[src/rtl/sio_fifo_pkg.sv]
`timescale 1ns/1ps
package sio_fifo_pkg;
    localparam int IRQ_N   = 5;
    localparam int IRQ_TXE = 0;
    localparam int IRQ_TXO = 1;
    localparam int IRQ_RXU = 2;
    localparam int IRQ_RXO = 3;
    localparam int IRQ_RXF = 4;

    localparam logic [3:0] A_DATA  = 4'd0;
    localparam logic [3:0] A_CTRL  = 4'd1;
    localparam logic [3:0] A_TXTHR = 4'd2;
    localparam logic [3:0] A_RXTHR = 4'd3;
    localparam logic [3:0] A_TXLVL = 4'd4;
    localparam logic [3:0] A_RXLVL = 4'd5;
    localparam logic [3:0] A_MASK  = 4'd6;
    localparam logic [3:0] A_RAW   = 4'd7;
    localparam logic [3:0] A_MSTAT = 4'd8;
    localparam logic [3:0] A_CLEAR = 4'd9;

    typedef logic [IRQ_N-1:0] irq_vec_t;
endpackage

[src/rtl/sio_fifo.sv]
`timescale 1ns/1ps
module sio_fifo #(
    parameter int DEPTH = 8,
    parameter int DW    = 8,
    localparam int PW   = (DEPTH > 1) ? $clog2(DEPTH) : 1,
    localparam int LW   = $clog2(DEPTH + 1)
) (
    input  logic          clk,
    input  logic          rst_n,
    input  logic          flush,
    input  logic          push,
    input  logic          pop,
    input  logic [DW-1:0] wdata,
    output logic [DW-1:0] rdata,
    output logic [LW-1:0] level,
    output logic          full,
    output logic          empty
);
    typedef struct packed {
        logic [PW-1:0] wptr;
        logic [PW-1:0] rptr;
        logic [LW-1:0] count;
    } fifo_st_t;

    fifo_st_t      st_q, st_d;
    logic [DW-1:0] mem_q [DEPTH];
    logic          do_push, do_pop;

    function automatic logic [PW-1:0] ptr_inc(input logic [PW-1:0] p);
        return (p == PW'(DEPTH - 1)) ? '0 : p + PW'(1);
    endfunction

    assign full    = (st_q.count == LW'(DEPTH));
    assign empty   = (st_q.count == '0);
    assign level   = st_q.count;
    assign do_push = push && !full && !flush;
    assign do_pop  = pop && !empty && !flush;
    assign rdata   = empty ? '0 : mem_q[st_q.rptr];

    always_comb begin
        st_d = st_q;
        if (flush) begin
            st_d = '0;
        end else begin
            if (do_push) st_d.wptr = ptr_inc(st_q.wptr);
            if (do_pop)  st_d.rptr = ptr_inc(st_q.rptr);
            st_d.count = st_q.count + LW'(do_push) - LW'(do_pop);
        end
    end

    always_ff @(posedge clk or negedge rst_n) begin
        if (!rst_n) st_q <= '0;
        else        st_q <= st_d;
    end

    always_ff @(posedge clk) begin
        if (do_push) mem_q[st_q.wptr] <= wdata;
    end

    // level never passes the depth
    assert_level_bound_R4: assert property (@(posedge clk) disable iff (!rst_n)
        st_q.count <= LW'(DEPTH));

    // a push into a full queue leaves the level alone
    assert_full_drop_R3: assert property (@(posedge clk) disable iff (!rst_n)
        (push && full && !pop && !flush) |=> (st_q.count == LW'(DEPTH)));

    // flush empties the queue at the next edge
    assert_flush_empty_R12: assert property (@(posedge clk) disable iff (!rst_n)
        flush |=> (st_q.count == '0));
endmodule

[src/rtl/sio_irq_ctrl.sv]
`timescale 1ns/1ps
module sio_irq_ctrl
    import sio_fifo_pkg::*;
#(
    parameter int LW = 4,
    parameter int TW = 3
) (
    input  logic          clk,
    input  logic          rst_n,
    input  logic [LW-1:0] tx_level,
    input  logic [LW-1:0] rx_level,
    input  logic [TW-1:0] tx_thr,
    input  logic [TW-1:0] rx_thr,
    input  logic          ev_txo,
    input  logic          ev_rxu,
    input  logic          ev_rxo,
    input  logic          clr,
    input  logic          flush,
    input  irq_vec_t      mask,
    output irq_vec_t      raw,
    output irq_vec_t      masked,
    output logic          irq
);
    typedef struct packed {
        logic txo;
        logic rxu;
        logic rxo;
    } sticky_t;

    sticky_t sk_q, sk_d;

    always_comb begin
        sk_d = sk_q;
        if (flush) begin
            sk_d = '0;
        end else begin
            sk_d.txo = ev_txo || (sk_q.txo && !clr);
            sk_d.rxu = ev_rxu || (sk_q.rxu && !clr);
            sk_d.rxo = ev_rxo || (sk_q.rxo && !clr);
        end
    end

    always_ff @(posedge clk or negedge rst_n) begin
        if (!rst_n) sk_q <= '0;
        else        sk_q <= sk_d;
    end

    always_comb begin
        raw          = '0;
        raw[IRQ_TXE] = (tx_level <= LW'(tx_thr));
        raw[IRQ_TXO] = sk_q.txo;
        raw[IRQ_RXU] = sk_q.rxu;
        raw[IRQ_RXO] = sk_q.rxo;
        raw[IRQ_RXF] = (rx_level > LW'(rx_thr));
    end

    assign masked = raw & mask;
    assign irq    = |masked;

    // an error flag holds until a clear read or a flush
    assert_sticky_hold_R11: assert property (@(posedge clk) disable iff (!rst_n)
        (sk_q.rxo && !clr && !flush) |=> sk_q.rxo);

    // a clear read with no new event leaves no error flag
    assert_clear_drops_R11: assert property (@(posedge clk) disable iff (!rst_n)
        (clr && !ev_txo && !ev_rxu && !ev_rxo) |=> (sk_q == '0));

    // the line can only be high through an enabled mask bit
    assert_irq_needs_mask_R10: assert property (@(posedge clk) disable iff (!rst_n)
        irq |-> (mask != '0));
endmodule

[src/rtl/sio_fifo_irq.sv]
`timescale 1ns/1ps
module sio_fifo_irq
    import sio_fifo_pkg::*;
#(
    parameter int DEPTH = 8,
    parameter int DW    = 8,
    parameter int RW    = 16,
    localparam int LW   = $clog2(DEPTH + 1),
    localparam int TW   = $clog2(DEPTH)
) (
    input  logic          clk,
    input  logic          rst_n,
    input  logic          reg_wr,
    input  logic          reg_rd,
    input  logic [3:0]    reg_addr,
    input  logic [RW-1:0] reg_wdata,
    output logic [RW-1:0] reg_rdata,
    input  logic          tx_pop,
    output logic [DW-1:0] tx_data,
    output logic          tx_empty,
    input  logic          rx_push,
    input  logic [DW-1:0] rx_data,
    output logic          irq
);
    typedef struct packed {
        logic          enable;
        logic [TW-1:0] tx_thr;
        logic [TW-1:0] rx_thr;
        irq_vec_t      mask;
    } cfg_t;

    cfg_t          cfg_q, cfg_d;
    logic          wr_data, rd_data, rd_clear, flush;
    logic          thr_ok;
    logic [LW-1:0] tx_level, rx_level;
    logic          tx_full, rx_full, rx_empty;
    logic [DW-1:0] rx_head;
    logic          ev_txo, ev_rxu, ev_rxo;
    irq_vec_t      raw, masked;

    assign wr_data  = reg_wr && (reg_addr == A_DATA);
    assign rd_data  = reg_rd && (reg_addr == A_DATA);
    assign rd_clear = reg_rd && (reg_addr == A_CLEAR);
    assign thr_ok   = (reg_wdata < RW'(DEPTH));

    always_comb begin
        cfg_d = cfg_q;
        if (reg_wr) begin
            case (reg_addr)
                A_CTRL:  cfg_d.enable = reg_wdata[0];
                A_TXTHR: if (thr_ok) cfg_d.tx_thr = reg_wdata[TW-1:0];
                A_RXTHR: if (thr_ok) cfg_d.rx_thr = reg_wdata[TW-1:0];
                A_MASK:  cfg_d.mask = reg_wdata[IRQ_N-1:0];
                default: ;
            endcase
        end
    end

    always_ff @(posedge clk or negedge rst_n) begin
        if (!rst_n) cfg_q <= '0;
        else        cfg_q <= cfg_d;
    end

    // queues drop their contents at the edge where enable falls
    assign flush  = !cfg_d.enable;
    assign ev_txo = cfg_q.enable && wr_data && tx_full;
    assign ev_rxu = cfg_q.enable && rd_data && rx_empty;
    assign ev_rxo = cfg_q.enable && rx_push && rx_full;

    sio_fifo #(.DEPTH(DEPTH), .DW(DW)) u_tx_fifo (
        .clk   (clk),
        .rst_n (rst_n),
        .flush (flush),
        .push  (wr_data),
        .pop   (tx_pop),
        .wdata (reg_wdata[DW-1:0]),
        .rdata (tx_data),
        .level (tx_level),
        .full  (tx_full),
        .empty (tx_empty)
    );

    sio_fifo #(.DEPTH(DEPTH), .DW(DW)) u_rx_fifo (
        .clk   (clk),
        .rst_n (rst_n),
        .flush (flush),
        .push  (rx_push),
        .pop   (rd_data),
        .wdata (rx_data),
        .rdata (rx_head),
        .level (rx_level),
        .full  (rx_full),
        .empty (rx_empty)
    );

    sio_irq_ctrl #(.LW(LW), .TW(TW)) u_irq (
        .clk      (clk),
        .rst_n    (rst_n),
        .tx_level (tx_level),
        .rx_level (rx_level),
        .tx_thr   (cfg_q.tx_thr),
        .rx_thr   (cfg_q.rx_thr),
        .ev_txo   (ev_txo),
        .ev_rxu   (ev_rxu),
        .ev_rxo   (ev_rxo),
        .clr      (rd_clear),
        .flush    (flush),
        .mask     (cfg_q.mask),
        .raw      (raw),
        .masked   (masked),
        .irq      (irq)
    );

    always_comb begin
        reg_rdata = '0;
        case (reg_addr)
            A_DATA:  reg_rdata = RW'(rx_head);
            A_CTRL:  reg_rdata = RW'(cfg_q.enable);
            A_TXTHR: reg_rdata = RW'(cfg_q.tx_thr);
            A_RXTHR: reg_rdata = RW'(cfg_q.rx_thr);
            A_TXLVL: reg_rdata = RW'(tx_level);
            A_RXLVL: reg_rdata = RW'(rx_level);
            A_MASK:  reg_rdata = RW'(cfg_q.mask);
            A_RAW:   reg_rdata = RW'(raw);
            A_MSTAT: reg_rdata = RW'(masked);
            A_CLEAR: reg_rdata = RW'(raw & irq_vec_t'(5'b01110));
            default: reg_rdata = '0;
        endcase
    end

    // an out-of-range threshold write leaves the stored value alone
    assert_thr_reject_R9: assert property (@(posedge clk) disable iff (!rst_n)
        (reg_wr && reg_addr == A_TXTHR && !thr_ok) |=> $stable(cfg_q.tx_thr));

    // while disabled the transmit queue stays empty
    assert_disabled_empty_R12: assert property (@(posedge clk) disable iff (!rst_n)
        (!cfg_q.enable && !cfg_d.enable) |=> tx_empty);
endmodule

[config.mk]
export PLATFORM = sky130hd
export DESIGN_NAME = sio_fifo_irq
export DESIGN_NICKNAME = d
export VERILOG_FILES = /design/src/rtl/sio_fifo_pkg.sv /design/src/rtl/sio_fifo.sv /design/src/rtl/sio_irq_ctrl.sv /design/src/rtl/sio_fifo_irq.sv
export SDC_FILE = /design/constraint.sdc
export NUM_CORES = 1
export LEC_CHECK = 0
export ABC_AREA = 1
export ABC_CLOCK_PERIOD_IN_PS = 4200
export BUFFER_PORTS_ARGS = -buffer_cell sky130_fd_sc_hd__buf_2
export CAP_MARGIN = 25
export CORE_MARGIN = 5
export CORE_UTILIZATION = 60
export CTS_BUF_LIST = sky130_fd_sc_hd__clkbuf_8
export DETAILED_ROUTE_END_ITERATION = 8
export PLACE_DENSITY = 0.8
export SLEW_MARGIN = 0
export SYNTH_ARGS = -nofsm -noshare
export SYNTH_HDL_FRONTEND = slang
export SYNTH_SLANG_ARGS = --single-unit
[constraint.sdc]
create_clock -name clk -period 4.2 [get_ports clk]
set_input_delay 0.21 -clock clk [delete_from_list [all_inputs] [get_ports clk]]
set_output_delay 0.21 -clock clk [all_outputs]
set_load 0.01 [all_outputs]
==> results.ini, run 1 <==
[global_routing]
grt_pass1_vias=5422
track_usage=0.240
grt_max_degree=36
antenna_found_initial=0
grt_overflow_total=0
grt_pass1_wl_mm=27.4

[timing]
max_slew.worst_pin.slew_ns=0.939
timing_max_transition_violations_final=0
setup_viol=0
slew_headroom=0.373
setup_slack_ns=1.46
fin_crit_sh=0.652
period_minus_slack_ns=2.74
tns_ns=0
hold_violations=0
whs_ns=0.0324
clock_skew_ns=0.0112
grt_setup_unrepaired=false
max_clock_freq_mhz=365

[power]
power_uw=4460
comb_power_share=0.296
pwr-share-seq=0.460
irDropWorstVdd_v=0.000404
power.density_mw_per_mm2=534
p_leak_uw=0.00340
intPower_uw=2870
p_sw_frac=0.356
p_clk_frac=0.243
net-switching-power_uw=1590

[clock_tree]
clk_pin_slew_ns=0.09
cts_buffers=17
h-tree-depth=4
cts.sinks=163
tritoncts=built
cts_max_path_buffers=2
clock_tree.root_cell=clkbuf_8
clk_latency_ns=0.45
post_cts_buffers=0

[yosys]
yosys_warnings=0
yosys-top-cells-area=edfxtp_1, dfrtp_1, nor2_1
post_synth.cell_area_avg_um2=10.3
synthArstFlopShare=0.215
seq_area_frac_synth=0.621
synth.distinct_cells=33
synth_edf_count=128
synthFlopType=edfxtp_1
yosysTopAreaCellShare=0.506
ys_ff_latch=163
netlist_area_mm2=0.00760
yosys-top-cells-count=nor2_1, edfxtp_1, nand2_1, o21ai_0, inv_1
synth_cells=738
synth_area_leader_cell=edfxtp_1
synth.most_common_cell=nor2_1

[worst_setup_path]
arrival_ns=3.07
worstPathMaxFanout=9
ff2ff_path_depth=12
cp_data_required_time_ns=4.53
cp-end-kind=flip-flop
critPathKind=flip-flop to flip-flop
start_kind=flip-flop

[placed_design]
place_hpwl_mm=11.7
place_ws_ns=1.48
gp_congestion=0.966
io_buffers=51

[min_path]
hold_depth=1
hp-class=input port to flip-flop

[detailed_routing]
drcViolationCount=0
final_antenna_net_count=0
first_pass_iters=6
viasPerCell=5.66
routed_wl_mm=17.0
wl_per_cell_um=17.5
drt_iter0_drc=608
vias=5509

[floorplan]
rows=41
die_y_um=123
chipWidth_um=123
io_pins=60
die-area_mm2=0.0150
start_util=0.607
core-area_mm2=0.0125

[final_layout]
utilization=0.668
diodes=0
syn2layout_area_growth_pct=10.0
nets=850
drive_above_1_share=0.130
n_fill_cell=972

[job]
cap_viol_max_count=0

[outcome]
status=finished, final reports clean

area by class of cell:
cell class	count	area [um^2]	area share
repair buffers	56	298	0.0356
clock inverters	14	130	0.0156
multi-input cells	495	2540	0.304
flip-flops and latches	163	4720	0.565
inverters	55	206	0.0247
well taps	172	215	0.0258
clock buffers	18	248	0.0296
layout by cell type (no fill, tap or decap), types with 2 or more instances in the layout:
cell and count:
buf_2 51, nand4_1 6, mux2_2 2, nand3_1 40
inv_6 4, a21oi_1 5, nor2_8 2, dfrtp_1 35
nor3b_1 2, nor2_4 2, fa_1 2, nand2_1 106
nor2_2 4, dlygate4sd3_1 2, buf_4 3, nor2_1 164
ha_1 26, conb_1 8, edfxtp_1 128, xnor2_1 4
o211ai_1 18, a21o_1 2, clkinv_4 4, o22ai_1 12
inv_1 56, nor3_1 3, clkbuf_8 18, inv_2 2
o21ai_0 74, nand2_2 7
power groups by stage:
stage	Sequential, uW	Combinational [uW]	Clock [uW]
4_1_cts	2050	1330	1100
6_report	2050	1320	1090
2_1_floorplan	2010	976	0
3_5_place_dp	2080	1320	0
5_1_grt	2070	1500	1180
3_3_place_gp	2070	1240	0
per-stage QoR:
stage / cells / area, um^2
after floorplan: 745 / 7620
after global placement: 939 / 7960
after detailed placement: 939 / 7960
after CTS: 973 / 8360
after global routing: 973 / 8360
final: 973 / 8360
path summary, 6_finish.rpt:
kind / startpoint / endpoint / slack (ns)
min reg2reg: cfg_q[10]$_DFFE_PN0P_ / cfg_q[10]$_DFFE_PN0P_ / 0.53
min: rx_data[4] / u_rx_fifo.mem_q[2][4]$_DFFE_PP_ / 0.03
max in group asynchronous: rst_n / cfg_q[1]$_DFFE_PN0P_ / 3.31
min in group asynchronous: rst_n / cfg_q[5]$_DFFE_PN0P_ / 0.38
max reg2reg: u_rx_fifo.level[2]$_DFF_PN0_ / u_rx_fifo.level[2]$_DFF_PN0_ / 1.46
max: u_rx_fifo.level[2]$_DFF_PN0_ / u_rx_fifo.level[2]$_DFF_PN0_ / 1.46
registers in the layout, indices dropped and copies added (netlist names):
signal and flops:
u_tx_fifo.mem_q 64, u_tx_fifo.st_q 6, u_tx_fifo.level 4, u_rx_fifo.mem_q 64, u_rx_fifo.st_q 6, cfg_q 12, u_rx_fifo.level 4, u_irq.raw 3
metal layers:
layer | share of wire | routed length [um] | GRT usage
met5 | 0 | 0 | 0
met4 | 0.020 | 340 | 0.0833
met3 | 0.066 | 1120 | 0.0558
met2 | 0.52 | 8790 | 0.413
met1 | 0.40 | 6770 | 0.301
timing repair:
item	in CTS	in global routing
gates resized for setup	0	0
hold buffers	2	0
hold endpoints to repair	37	0
cell families (layout without fill, tap and decap cells):
| family | Yosys count | count (layout) | synth area share |
|---|---|---|---|
| AO/OA/AOI/OAI | 115 | 115 | 0.0861 |
| XOR/XNOR | 4 | 4 | 0.00461 |
| adder cells (fa/ha/maj) | 28 | 28 | 0.0481 |
| buffers and inverters | 87 | 143 | 0.0479 |
| flip-flops | 163 | 163 | 0.621 |
| multiplexers | 2 | 2 | 0.00296 |
| other | 1 | 8 | 0.000494 |
| AND/OR/NAND/NOR | 338 | 338 | 0.188 |
worst max-delay path: stages (launching register included):
cell and delay [ns]:
dfrtp_1 0.42, inv_1 0.13, ha_1 0.15, nor3b_1 0.39, nor2_4 0.13, nand2_1 0.16
nor2_2 0.08, ha_1 0.29, inv_1 0.04, ha_1 0.22, fa_1 0.38, xnor2_1 0.16
nor2_1 0.07
(Power assumes the default switching activity.)
==> run 2: changes to the inputs <==
- ABC_CLOCK_PERIOD_IN_PS: 4200 -> 2900
- clock period: 4.2 -> 2.9 ns (I/O delays scaled with it)
==> results.ini, run 2 (same netlist as run 1, synthesis figures left out) <==
[outcome]
status=finished, final reports clean

[global_routing]
grt_max_degree=36
track_usage=0.246
grt_overflow_total=0
antenna_found_initial=0
grt_pass1_wl_mm=28.0
grt_pass1_vias=5571

[detailed_routing]
first_pass_iters=6
drt_iter0_drc=548
routed_wl_mm=17.2
drcViolationCount=0
wl_per_cell_um=17.1
viasPerCell=5.60
final_antenna_net_count=0
vias=5641

[power]
irDropWorstVdd_v=0.000513
p_clk_frac=0.256
pwr-share-seq=0.444
net-switching-power_uw=2310
power.density_mw_per_mm2=767
intPower_uw=4360
p_sw_frac=0.347
comb_power_share=0.299
p_leak_uw=0.00357

[timing]
tns_ns=0
hold_violations=0
max_slew.worst_pin.slew_ns=0.949
setup_viol=0
fin_crit_sh=0.914
timing_max_transition_violations_final=0
whs_ns=0.0320
max_clock_freq_mhz=377
clock_skew_ns=0.0116
period_minus_slack_ns=2.65
slew_headroom=0.367
grt_setup_unrepaired=false

[worst_setup_path]
critical-path-max-stage-delay_ns=0.41
crit_top_cell=ha_1
arrival_ns=3.01
worstPathMaxFanout=9
reg2reg_to=u_rx_fifo.level[2]$_DFF_PN0_
crit_chain=inv_1, ha_1, nor3b_2, nor2_4, nand2_1, nor2_2, ha_1, inv_1, ha_1, fa_1, xnor2_1, nor2_1
regToRegSetupSlack_ns=0.25
worstReg2RegStart=u_rx_fifo.level[2]$_DFF_PN0_
cp_data_required_time_ns=3.26
ff2ff_path_depth=12
critical_path_buf_inv_count=2
cp-end-kind=flip-flop
slowest_stage=fa_1
path_delay_family=adder cells
start_kind=flip-flop
critPathKind=flip-flop to flip-flop

[job]
cap_viol_max_count=0

[floorplan]
start_util=0.607
io_pins=60
rows=41
core-area_mm2=0.0125
die_y_um=123
die-area_mm2=0.0150
chipWidth_um=123

[final_layout]
top_regs=u_rx_fifo.mem_q x64, u_tx_fifo.mem_q x64, cfg_q x12
drive_above_1_share=0.152
final_cell_mix=nor2_1, edfxtp_1, nand2_1, o21ai_0, inv_1
utilization=0.695
diodes=0
finalInstanceArea_mm2=0.00869
nets=885
syn2layout_area_growth_pct=14.4
final_common_cell=nor2_1
final_cell_count_no_fill=1008

[min_path]
hp-class=input port to flip-flop
hold_depth=1
hold_end=u_tx_fifo.mem_q[0][5]$_DFFE_PP_
min_from=reg_wdata[5]

[clock_tree]
cts_buffers=17
clock_tree.root_cell=clkbuf_8
cts.sinks=163
clk_pin_slew_ns=0.09
cts_max_path_buffers=2
tritoncts=built
post_cts_buffers=0
clk_latency_ns=0.46
h-tree-depth=4

[placed_design]
placed_area_mm2=0.00812
placed_cells=960
place_hpwl_mm=11.9
io_buffers=51
gp_congestion=0.915

run 2: area by class of cell:
class / count / area (um^2)
flip-flops and latches: 163 / 4720
fillers: 950 / 3820
multi-input cells: 495 / 2540
repair buffers: 91 / 596
clock buffers: 17 / 234
well taps: 172 / 215
inverters: 55 / 206
clock inverters: 15 / 179
run 2: routing by layer:
layer | track usage | routed length (um) | up-vias
li1 | - | - | 2673
met5 | 0 | 0 | -
met1 | 0.321 | 7140 | 2722
met3 | 0.0475 | 957 | 31
met4 | 0.0840 | 297 | 0
met2 | 0.416 | 8850 | 215
run 2: how the worst max path moves through the flow:
| stage | startpoint | to | slack (ns) | cells past startpoint |
|---|---|---|---|---|
| 6_report | u_rx_fifo.level[2]$_DFF_PN0_ | u_rx_fifo.level[2]$_DFF_PN0_ | 0.25 | 12 |
| 5_1_grt | u_rx_fifo.level[3]$_DFF_PN0_ | u_rx_fifo.level[2]$_DFF_PN0_ | 0.11 | 12 |
| 4_1_cts | u_rx_fifo.level[2]$_DFF_PN0_ | u_rx_fifo.level[2]$_DFF_PN0_ | 0.09 | 12 |
| 3_5_place_dp | u_rx_fifo.level[2]$_DFF_PN0_ | u_rx_fifo.level[2]$_DFF_PN0_ | 0.13 | 12 |
| 3_3_place_gp | u_rx_fifo.level[2]$_DFF_PN0_ | u_rx_fifo.level[2]$_DFF_PN0_ | 0.28 | 12 |
| 2_1_floorplan | u_rx_fifo.level[3]$_DFF_PN0_ | u_rx_fifo.level[2]$_DFF_PN0_ | 0.46 | 12 |
run 2: per-stage QoR:
step	power (uW)	setup WS, ns
after detailed placement	4970	0.131
after CTS	6680	0.0902
after global placement	4850	0.285
final	6670	0.249
after floorplan	4320	0.461
after global routing	7090	0.108
run 2: power groups by stage:
stage                     Combinational [uW]  Sequential (uW)  Clock, uW
after floorplan                         1410             2910          0
after global placement                  1860             2990          0
after detailed placement                1970             3000          0
after CTS                               2000             2950       1730
after global routing                    2270             2980       1850
final                                   2000             2960       1710
run 2: what timing repair did:
item | in CTS | in global routing
hold buffers | 16 | 0
resized for setup | 0 | 1
endpoints found under the setup margin | 0 | 1
endpoints found under the hold margin | 141 | 0
run 2: worst reg2reg max path, cell delays in order, from the launching register on:
cell and delay [ns]:
dfrtp_1 0.39, inv_1 0.10, ha_1 0.20, nor3b_2 0.18
nor2_4 0.25, nand2_1 0.18, nor2_2 0.20, ha_1 0.15
inv_1 0.04, ha_1 0.21, fa_1 0.41, xnor2_1 0.18
nor2_1 0.06
